===== src/rtl/busrec_pkg.sv =====
package busrec_pkg;

    typedef enum logic [3:0] {
        ST_IDLE,
        ST_DLO,
        ST_DHI,
        ST_PLO,
        ST_PHI,
        ST_PFALL,
        ST_PLOCK,
        ST_FLO,
        ST_FHI
    } state_t;

    typedef enum logic [1:0] {
        K_DUMMY,
        K_START,
        K_END
    } kind_t;

    typedef enum logic [1:0] {
        PAT_LONG,
        PAT_SANDWICH,
        PAT_BURST
    } pattern_t;

    function automatic pattern_t decode_mode(input logic [1:0] m);
        pattern_t p;
        unique case (m)
            2'b01:   p = PAT_SANDWICH;
            2'b10:   p = PAT_BURST;
            default: p = PAT_LONG;
        endcase
        return p;
    endfunction

    // States whose phase holds SCL low take the low-phase length.
    function automatic logic scl_low_in(input state_t s);
        return (s == ST_DLO) || (s == ST_PLO) || (s == ST_PLOCK) || (s == ST_FLO);
    endfunction

endpackage


===== src/rtl/busrec_timer.sv =====
module busrec_timer #(
    parameter int TICK_W = 8
) (
    input  logic              clk,
    input  logic              rst_n,
    input  logic              tick,
    input  logic              load,
    input  logic [TICK_W-1:0] len,
    output logic              expire
);
    logic [TICK_W-1:0] cnt;

    always_ff @(posedge clk) begin
        if (!rst_n) begin
            cnt <= '0;
        end else if (load) begin
            cnt <= (len == '0) ? '0 : len - 1'b1;
        end else if (tick && cnt != '0) begin
            cnt <= cnt - 1'b1;
        end
    end

    assign expire = tick && (cnt == '0);

    assert_phase_countdown_R8: assert property (@(posedge clk) disable iff (!rst_n)
        (tick && !load && cnt != '0) |=> (cnt == $past(cnt) - 1'b1));

    assert_hold_without_tick_R9: assert property (@(posedge clk) disable iff (!rst_n)
        (!tick && !load) |=> $stable(cnt));

endmodule


===== src/rtl/busrec_repcnt.sv =====
module busrec_repcnt #(
    parameter int REP_W = 4
) (
    input  logic             clk,
    input  logic             rst_n,
    input  logic             load,
    input  logic [REP_W-1:0] load_val,
    input  logic             step,
    output logic             last
);
    logic [REP_W-1:0] cnt;

    always_ff @(posedge clk) begin
        if (!rst_n) begin
            cnt <= '0;
        end else if (load) begin
            cnt <= (load_val == '0) ? '0 : load_val - 1'b1;
        end else if (step && cnt != '0) begin
            cnt <= cnt - 1'b1;
        end
    end

    assign last = (cnt == '0);

    assert_rep_countdown_R4: assert property (@(posedge clk) disable iff (!rst_n)
        (step && !load && cnt != '0) |=> (cnt == $past(cnt) - 1'b1));

endmodule


===== src/rtl/busrec_plan.sv =====
module busrec_plan
    import busrec_pkg::*;
#(
    parameter int REP_W        = 4,
    parameter int N_LONG_DUMMY = 14,
    parameter int N_LONG_START = 2,
    parameter int N_SHORT_DUMMY = 9,
    parameter int N_BURST      = 9
) (
    input  pattern_t         pat,
    input  logic [1:0]       seg,
    output kind_t            kind,
    output logic [REP_W-1:0] reps
);
    localparam logic [REP_W-1:0] R_LONG_D  = REP_W'(N_LONG_DUMMY);
    localparam logic [REP_W-1:0] R_LONG_S  = REP_W'(N_LONG_START);
    localparam logic [REP_W-1:0] R_SHORT_D = REP_W'(N_SHORT_DUMMY);
    localparam logic [REP_W-1:0] R_BURST   = REP_W'(N_BURST);
    localparam logic [REP_W-1:0] R_ONE     = REP_W'(1);

    always_comb begin
        kind = K_END;
        reps = R_ONE;
        unique case (pat)
            PAT_LONG: begin
                if (seg == 2'd0) begin
                    kind = K_DUMMY; reps = R_LONG_D;
                end else if (seg == 2'd1) begin
                    kind = K_START; reps = R_LONG_S;
                end
            end
            PAT_SANDWICH: begin
                if (seg == 2'd0 || seg == 2'd2) begin
                    kind = K_START; reps = R_ONE;
                end else if (seg == 2'd1) begin
                    kind = K_DUMMY; reps = R_SHORT_D;
                end
            end
            PAT_BURST: begin
                if (seg == 2'd0) begin
                    kind = K_START; reps = R_BURST;
                end
            end
            default: begin
                kind = K_END;
                reps = R_ONE;
            end
        endcase
    end

endmodule


===== src/rtl/bus_recover_seq.sv =====
module bus_recover_seq
    import busrec_pkg::*;
#(
    parameter int TICK_W        = 8,
    parameter int N_LONG_DUMMY  = 14,
    parameter int N_LONG_START  = 2,
    parameter int N_SHORT_DUMMY = 9,
    parameter int N_BURST       = 9
) (
    input  logic              clk,
    input  logic              rst_n,
    input  logic              tick,
    input  logic              go,
    input  logic [1:0]        mode,
    input  logic [TICK_W-1:0] hi_len,
    input  logic [TICK_W-1:0] lo_len,
    output logic              busy,
    output logic              done,
    output logic              scl_oe,
    output logic              sda_oe
);
    localparam int MAX_AB  = (N_LONG_DUMMY > N_SHORT_DUMMY) ? N_LONG_DUMMY : N_SHORT_DUMMY;
    localparam int MAX_CD  = (N_BURST > N_LONG_START) ? N_BURST : N_LONG_START;
    localparam int MAX_REP = (MAX_AB > MAX_CD) ? MAX_AB : MAX_CD;
    localparam int REP_W   = $clog2(MAX_REP + 1);

    state_t            state, nstate;
    pattern_t          pat, lk_pat;
    logic [1:0]        seg, lk_seg;
    kind_t             lk_kind;
    logic [REP_W-1:0]  lk_reps;
    logic              expire, rep_last;
    logic              rep_load, rep_step, seg_adv, accept;
    logic              tmr_load;
    logic [TICK_W-1:0] tmr_len;

    // Segment lookup: the first segment while idle, otherwise the next one.
    assign lk_pat = (state == ST_IDLE) ? decode_mode(mode) : pat;
    assign lk_seg = (state == ST_IDLE) ? 2'd0 : 2'(seg + 2'd1);

    busrec_plan #(
        .REP_W(REP_W),
        .N_LONG_DUMMY(N_LONG_DUMMY),
        .N_LONG_START(N_LONG_START),
        .N_SHORT_DUMMY(N_SHORT_DUMMY),
        .N_BURST(N_BURST)
    ) u_plan (
        .pat (lk_pat),
        .seg (lk_seg),
        .kind(lk_kind),
        .reps(lk_reps)
    );

    busrec_timer #(.TICK_W(TICK_W)) u_timer (
        .clk   (clk),
        .rst_n (rst_n),
        .tick  (tick),
        .load  (tmr_load),
        .len   (tmr_len),
        .expire(expire)
    );

    busrec_repcnt #(.REP_W(REP_W)) u_rep (
        .clk     (clk),
        .rst_n   (rst_n),
        .load    (rep_load),
        .load_val(lk_reps),
        .step    (rep_step),
        .last    (rep_last)
    );

    function automatic state_t entry_of(input kind_t k);
        state_t s;
        unique case (k)
            K_DUMMY: s = ST_DLO;
            K_START: s = ST_PLO;
            default: s = ST_FLO;
        endcase
        return s;
    endfunction

    assign accept = (state == ST_IDLE) && go;

    // Next-state logic
    always_comb begin
        nstate   = state;
        rep_load = 1'b0;
        rep_step = 1'b0;
        seg_adv  = 1'b0;
        unique case (state)
            ST_IDLE: begin
                if (go) begin
                    nstate   = entry_of(lk_kind);
                    rep_load = 1'b1;
                end
            end
            ST_DLO:   if (expire) nstate = ST_DHI;
            ST_DHI: begin
                if (expire) begin
                    if (rep_last) begin
                        nstate   = entry_of(lk_kind);
                        rep_load = 1'b1;
                        seg_adv  = 1'b1;
                    end else begin
                        nstate   = ST_DLO;
                        rep_step = 1'b1;
                    end
                end
            end
            ST_PLO:   if (expire) nstate = ST_PHI;
            ST_PHI:   if (expire) nstate = ST_PFALL;
            ST_PFALL: if (expire) nstate = ST_PLOCK;
            ST_PLOCK: begin
                if (expire) begin
                    if (rep_last) begin
                        nstate   = entry_of(lk_kind);
                        rep_load = 1'b1;
                        seg_adv  = 1'b1;
                    end else begin
                        nstate   = ST_PLO;
                        rep_step = 1'b1;
                    end
                end
            end
            ST_FLO:   if (expire) nstate = ST_FHI;
            ST_FHI:   if (expire) nstate = ST_IDLE;
            default:  nstate = ST_IDLE;
        endcase
    end

    assign tmr_load = (nstate != state);
    assign tmr_len  = scl_low_in(nstate) ? lo_len : hi_len;

    // State register
    always_ff @(posedge clk) begin
        if (!rst_n) begin
            state <= ST_IDLE;
            pat   <= PAT_LONG;
            seg   <= 2'd0;
            done  <= 1'b0;
        end else begin
            state <= nstate;
            done  <= (state == ST_FHI) && expire;
            if (accept) begin
                pat <= decode_mode(mode);
                seg <= 2'd0;
            end else if (seg_adv) begin
                seg <= 2'(seg + 2'd1);
            end
        end
    end

    // Output decode
    always_comb begin
        busy   = 1'b1;
        scl_oe = 1'b0;
        sda_oe = 1'b0;
        unique case (state)
            ST_IDLE:  busy = 1'b0;
            ST_DLO:   scl_oe = 1'b1;
            ST_DHI:   scl_oe = 1'b0;
            ST_PLO:   scl_oe = 1'b1;
            ST_PHI:   scl_oe = 1'b0;
            ST_PFALL: sda_oe = 1'b1;
            ST_PLOCK: begin scl_oe = 1'b1; sda_oe = 1'b1; end
            ST_FLO:   scl_oe = 1'b1;
            ST_FHI:   scl_oe = 1'b0;
            default:  busy = 1'b0;
        endcase
    end

    assert_no_stop_R7: assert property (@(posedge clk) disable iff (!rst_n)
        (busy && !scl_oe && $past(!scl_oe)) |-> !($past(sda_oe) && !sda_oe));

    assert_one_line_moves_R7: assert property (@(posedge clk) disable iff (!rst_n)
        !$stable(scl_oe) |-> $stable(sda_oe));

    assert_done_pulse_R10: assert property (@(posedge clk) disable iff (!rst_n)
        done |=> !done);

    assert_done_idle_R10: assert property (@(posedge clk) disable iff (!rst_n)
        done |-> (!busy && !scl_oe && !sda_oe));

    assert_busy_go_ignored_R11: assert property (@(posedge clk) disable iff (!rst_n)
        (busy && go) |=> (pat == $past(pat)));

endmodule


===== config.mk =====
export PLATFORM = sky130hd
export DESIGN_NAME = bus_recover_seq
export DESIGN_NICKNAME = d
export VERILOG_FILES = /design/src/rtl/busrec_pkg.sv /design/src/rtl/busrec_timer.sv /design/src/rtl/busrec_repcnt.sv /design/src/rtl/busrec_plan.sv /design/src/rtl/bus_recover_seq.sv
export SDC_FILE = /design/constraint.sdc
export NUM_CORES = 1
export LEC_CHECK = 0
export CORE_MARGIN = 1
export CORE_UTILIZATION = 41
export DETAILED_ROUTE_END_ITERATION = 16
export HOLD_SLACK_MARGIN = 0.03
export PLACE_DENSITY = 0.71
export SLEW_MARGIN = 5
export SYNTH_ARGS = -nofsm -noshare
export SYNTH_HDL_FRONTEND = slang
export SYNTH_SLANG_ARGS = --single-unit

===== constraint.sdc =====
create_clock -name clk -period 4.5 [get_ports clk]
set_input_delay 0.9 -clock clk [delete_from_list [all_inputs] [get_ports clk]]
set_output_delay 0.9 -clock clk [all_outputs]
set_load 0.1 [all_outputs]

==> results of run 1 <==
[synthesized netlist by cell type (7+ instances only)]
library cell  instances
xnor2_1              10
mux2i_1               7
ha_1                  9
nand2_1              16
nor3_1               14
nor2_1               29
o21ai_0              20
clkbuf_1             11
a21oi_1              24
dfxtp_1              21
nand3_1               9
inv_1                12
[worst max-delay path, stage by stage]
cell             delay [ns]
clkdlybuf4s50_1        0.58
or4bb_1                0.52
o31ai_4                0.23
a22oi_2                0.12
or2_0                  0.27
buf_4                  0.18
mux2i_1                0.24
ha_1                   0.26
nand2b_1               0.09
nor4_1                 0.25
xnor2_1                0.16
o21ai_0                0.09
o21ai_0                0.08
o22ai_1                0.08
o211a_1                0.14
[worst paths after layout]
| check | end |
|---|---|
| max | u_timer.cnt[6] |
| max reg2reg | u_timer.cnt[6] |
| min | pat[0] |
| min reg2reg | pat[0] |
[registers in the layout (all words and copies together), names as in the netlist]
signal       count
seg              2
state            4
done             1
u_timer.cnt      8
u_rep.cnt        4
pat              2
[per-stage QoR]
step                      cell area [sq um]  hold WS, ns  cells  worst slack [ns]  total power, W
after floorplan                        1920        0.434    258             0.964         0.00104
after global placement                 2200        0.449    326             0.316         0.00122
after detailed placement               2200        0.452    326             0.199         0.00122
after CTS                              2250        0.464    330             0.448         0.00136
after global routing                   2250        0.477    330             0.149         0.00148
final                                  2250        0.461    330             0.446         0.00136
[kinds of logic (layout without fill, tap and decap cells)]
family	Yosys count	after routing	synth area share, %
AND/OR/NAND/NOR	106	106	29.4
AO/OA/AOI/OAI	73	73	25.8
buffers and inverters	26	46	5.86
flip-flops	21	21	21.9
XOR/XNOR	14	14	6.38
adder cells (fa/ha/maj)	9	9	5.86
multiplexers	9	9	4.82
[power groups by stage]
stage               combinational [W]  sequential, W  clock [W]
finish                       0.000910       0.000323   0.000129
global route                  0.00101       0.000334   0.000141
CTS                          0.000906       0.000321   0.000132
detailed placement           0.000899       0.000324          0
global placement             0.000894       0.000324          0
floorplan                    0.000752       0.000286          0
[metal layers]
| metal | track usage [%] | routed length [microns] | vias to the layer above | part of all wire, % |
|---|---|---|---|---|
| met3 | 2.89 | 194 | 4 | 4.3 |
| met2 | 29.2 | 1950 | 44 | 43 |
| met5 | 0 | 0 | - | 0 |
| met4 | 7.48 | 49 | 0 | 1.1 |
| li1 | - | - | 981 | - |
| met1 | 27.4 | 2310 | 893 | 51 |
[layout make-up]
cell class              count  area (sq um)
fillers                   441          2190
multi-input cells         211          1390
flip-flops and latches     21           420
repair buffers             30           285
well taps                  52          65.1
clock buffers               4          45.0
inverters                  12          45.0
==> flow_metrics.py, run 1 <==
metrics = {
    "synth": {
        "yosys.area.top_type_share_pct": 21.9,
        "ys_types": 52,
        "ys_seq_area_share_pct": 21.9,
        "ys_seq_elements": 21,
        "async_flop_share_pct": 0,
        "synthCells": 258,
        "syn_avg_cell_area_sq_um": 7.45,
        "synth_edf_count": 0,
        "synth_nets": 289,
        "synth_area_leaders": "dfxtp_1 22%, a21oi_1 6.3%, ha_1 5.9%, nor2_1 5.7%, o21ai_0 5.2%",
        "synth.largest_area_cell": "dfxtp_1",
        "syn-cell-area_sq_um": 1920,
        "synth_ff_type": "dfxtp_1",
        "yosys_warnings": 0,
    },
    "drt": {
        "dr.pass1.iters": 4,
        "drtAntennaViolNets": 0,
        "drt-total-wl_microns": 4500,
        "avgViaCountPerCell": 5.82,
        "drt_iter0_markers": 160,
        "wire_per_inst_microns": 13.6,
        "vias": 1922,
        "drcViolationCount": 0,
    },
    "clock_network": {
        "cts_setup_buffers": 0,
        "cts-hold-fix-buffers": 0,
        "cts_tree": "yes",
        "clock_latency_ns": 0.27,
        "max-clock-path-buffers": 2,
        "numCtsBuffers": 3,
        "cts_resized": 0,
        "cts_root_buf": "clkbuf_8",
        "path_clk_slew_ns": 0.08,
        "clock_sinks": 21,
        "htreeDepth": 1,
    },
    "finish": {
        "final_common_cell": "nor2_1",
        "final_util_pct": 50.6,
        "layout_common_cells": "29 x nor2_1, 24 x a21oi_1, 24 x clkdlybuf4s50_1, 21 x dfxtp_1, 20 x o21ai_0",
        "nets": 310,
        "synthToLayoutAreaGrowth_pct": 17.1,
        "diodes": 0,
        "drive_gt1_share_pct": 6.47,
    },
    "timing": {
        "slew_headroom_pct": 35.4,
        "final_hold_viol_count": 0,
        "slew_viol_final": 0,
        "tns_ns": 0,
        "worst_pin_slew_ns": 0.966,
        "finalSetupViolations": 0,
        "max_freq_ghz": 0.247,
        "fin_crit_ns": 4.05,
        "rsz0062_at_grt": "no",
        "period_share_pct": 90.1,
        "clock_skew_ns": 0.00467,
    },
    "placement": {
        "io_buffers": 25,
        "routabilityCongestion": 0.844,
        "place_hpwl_microns": 3480,
    },
    "critical_path": {
        "worstPathArrival_ns": 4.22,
        "crit_path_end_kind": "flop",
        "critPathKind": "in -> reg",
        "worstPathRequired_ns": 4.66,
        "crit_start": "tick",
        "rr_worst_depth": 17,
        "worstReg2RegStart": "u_timer.cnt[0]",
        "r2r_slack_ns": 0.91,
        "path_max_fanout": 7,
        "start_kind": "input port",
    },
    "job": {
        "cap_violations": 0,
    },
    "global_route": {
        "grt_pass1_vias": 1735,
        "grt.total_usage_pct": 19.3,
        "grt_max_degree": 16,
        "grt_pass1_wl_microns": 7820,
        "globalRouteOverflowTotal": 0,
        "antenna_found_initial": 0,
    },
    "power_and_ir_drop": {
        "power_leakage_nw": 0.849,
        "p_per_area_nw_per_um2": 606,
        "clkPwrFrac_pct": 9.5,
        "p_sw_w": 0.000675,
        "power.internal_w": 0.000688,
        "switching_share_pct": 49.5,
        "power.share.combinational_pct": 66.8,
        "power_frac_seq_pct": 23.7,
        "irDropWorstVdd_uv": 214,
    },
    "floorplanning": {
        "die_w_microns": 70.5,
        "dieArea_sq_um": 4970,
        "ios": 26,
        "start_util_pct": 43.2,
        "core_area_sq_um": 4440,
        "rows": 24,
        "die_height_microns": 70.5,
    },
    "hold_path": {
        "hp-class": "reg -> reg",
        "hp-start": "pat[0]",
        "hold_depth": 2,
    },
    "status": {
        "status": "finished clean",
    },
}
(Power assumes the default switching activity.)
==> run 2, diff against run 1 <==
- CTS_BUF_LIST: default -> sky130_fd_sc_hd__clkbuf_2
==> run 2 against run 1 <==
  * Total power fell by 3.4%
  * Flip-flop and latch count unchanged
  * Clock power down 34%
  * Sequential share of layout area increased by 0.21 points
  * First-iteration DRC count is 20% lower
  * Utilization shrank 0.56 points
  * Register-to-register slack got worse by 0.02 ns
  * Cell count did not move
==> flow_metrics.py, run 2 (same netlist as run 1, synthesis figures left out) <==
metrics = {
    "clock_network": {
        "cts-hold-fix-buffers": 0,
        "cts_resized": 0,
        "path_clk_slew_ns": 0.21,
        "cts_tree": "yes",
        "clock_sinks": 21,
        "numCtsBuffers": 3,
        "cts_setup_buffers": 0,
        "clock_latency_ns": 0.33,
        "cts_root_buf": "clkbuf_2",
        "max-clock-path-buffers": 2,
        "htreeDepth": 1,
    },
    "power_and_ir_drop": {
        "power_frac_seq_pct": 24.5,
        "p_per_area_nw_per_um2": 592,
        "power.internal_w": 0.000648,
        "switching_share_pct": 50.8,
        "finalPower_w": 0.00132,
        "power.share.combinational_pct": 69.1,
        "clkPwrFrac_pct": 6.4,
        "irDropWorstVdd_uv": 184,
        "p_sw_w": 0.000670,
        "power_leakage_nw": 0.843,
    },
    "critical_path": {
        "start_kind": "input port",
        "worstReg2RegStart": "u_timer.cnt[0]",
        "worstPathArrival_ns": 4.23,
        "rr_worst_depth": 17,
        "r2r_end": "u_timer.cnt[6]",
        "crit_path_end_kind": "flop",
        "r2r_slack_ns": 0.89,
        "crit_start": "tick",
        "critPathKind": "in -> reg",
        "path_max_fanout": 7,
        "worstPathRequired_ns": 4.76,
    },
    "finish": {
        "fill_cells": 445,
        "synthToLayoutAreaGrowth_pct": 15.8,
        "diodes": 0,
        "final_area_sq_um": 2220,
        "final_common_cell": "nor2_1",
        "largest_reg_flops": 8,
        "drive_gt1_share_pct": 6.83,
        "multi_input_area_sq_um": 1390,
        "largest-register": "u_timer.cnt",
        "reg.largest.list": "u_timer.cnt x8, state x4, u_rep.cnt x4",
        "layout_common_cells": "29 x nor2_1, 24 x a21oi_1, 24 x clkdlybuf4s50_1, 21 x dfxtp_1, 20 x o21ai_0",
        "nets": 310,
        "seqCellArea_sq_um": 420,
    },
    "drt": {
        "dr.pass1.iters": 4,
        "wl_met2_microns": 1930,
        "drtAntennaViolNets": 0,
        "drt-total-wl_microns": 4490,
        "drcViolationCount": 0,
        "vias": 1919,
        "wl_met1_microns": 2310,
        "wire_per_inst_microns": 13.6,
        "dr.max_layer_used": "met4",
        "route.met3.wl_microns": 189,
        "drt_iter0_markers": 128,
        "avgViaCountPerCell": 5.82,
    },
    "floorplanning": {
        "die_w_microns": 70.5,
        "rows": 24,
        "core_area_sq_um": 4440,
        "start_util_pct": 43.2,
        "dieArea_sq_um": 4970,
        "die_height_microns": 70.5,
        "ios": 26,
    },
    "hold_path": {
        "hold_depth": 2,
        "min_to": "pat[0]",
        "hp-start": "pat[0]",
        "hp-class": "reg -> reg",
    },
    "global_route": {
        "antenna_found_initial": 0,
        "grt_max_degree": 16,
        "globalRouteOverflowTotal": 0,
        "grt.total_usage_pct": 19.0,
        "grt_pass1_wl_microns": 7780,
        "grt_pass1_vias": 1732,
    },
    "timing": {
        "finalSetupViolations": 0,
        "worst_pin_slew_ns": 0.966,
        "period_share_pct": 88.1,
        "fin_crit_ns": 3.97,
        "slew_headroom_pct": 35.4,
        "final_hold_viol_count": 0,
        "slew_viol_final": 0,
        "clock_skew_ns": 0.00375,
        "rsz0062_at_grt": "no",
        "tns_ns": 0,
        "max_freq_ghz": 0.252,
    },
    "placement": {
        "post_dp_cell_area_sq_um": 2200,
        "place_hpwl_microns": 3480,
        "io_buffers": 25,
        "routabilityCongestion": 0.844,
    },
    "job": {
        "cap_violations": 0,
    },
    "status": {
        "status": "finished clean",
    },
}
## run 2: through the flow
step	utilization, %	setup WS [ns]	hold slack [ns]	instances
finish	50.1	0.534	0.472	330
CTS	50.1	0.547	0.477	330
global placement	49.6	0.316	0.449	326
global route	50.1	0.262	0.490	330
floorplan	-	0.964	0.434	258
detailed placement	49.6	0.199	0.452	326
## run 2: worst max path at each step
stage                                end  slack, ns  depth (start not counted)
final                     u_timer.cnt[6]       0.53                         15
after global routing      u_timer.cnt[6]       0.26                         16
after CTS                 u_timer.cnt[6]       0.55                         15
after detailed placement  u_timer.cnt[6]       0.20                         15
after global placement    u_timer.cnt[6]       0.32                         15
after floorplan           u_timer.cnt[6]       0.96                         15
## run 2: cell type report
| class | instances | area share [%] |
|---|---|---|
| Multi-Input combinational cell | 211 | 62.4 |
| Sequential cell | 21 | 18.9 |
| Timing Repair Buffer | 30 | 12.8 |
| Tap cell | 52 | 2.92 |
| Inverter | 12 | 2.02 |
| Clock buffer | 4 | 0.900 |
## run 2: power by group through the flow
stage / combinational [W] / sequential (W) / clock, W
global route: 0.00101 / 0.000334 / 0.0000954
floorplan: 0.000752 / 0.000286 / 0
detailed placement: 0.000899 / 0.000324 / 0
CTS: 0.000905 / 0.000321 / 0.0000871
global placement: 0.000894 / 0.000324 / 0
finish: 0.000910 / 0.000323 / 0.0000849
## run 2: critical path, cell delays in order
cell and delay [ns]:
clkdlybuf4s50_1 0.58, or4bb_1 0.52, o31ai_4 0.24, a22oi_2 0.12, or2_0 0.27, buf_4 0.18, mux2i_1 0.24, ha_1 0.26
nand2b_1 0.09, nor4_1 0.25, xnor2_1 0.16, o21ai_0 0.09, o21ai_0 0.08, o22ai_1 0.09, o211a_1 0.14
## run 2: layer usage
layer | vias to the layer above | GRT usage, %
li1 | 983 | -
met4 | 0 | 6.12
met3 | 6 | 2.45
met2 | 47 | 29.0
met1 | 883 | 27.4
met5 | - | 0
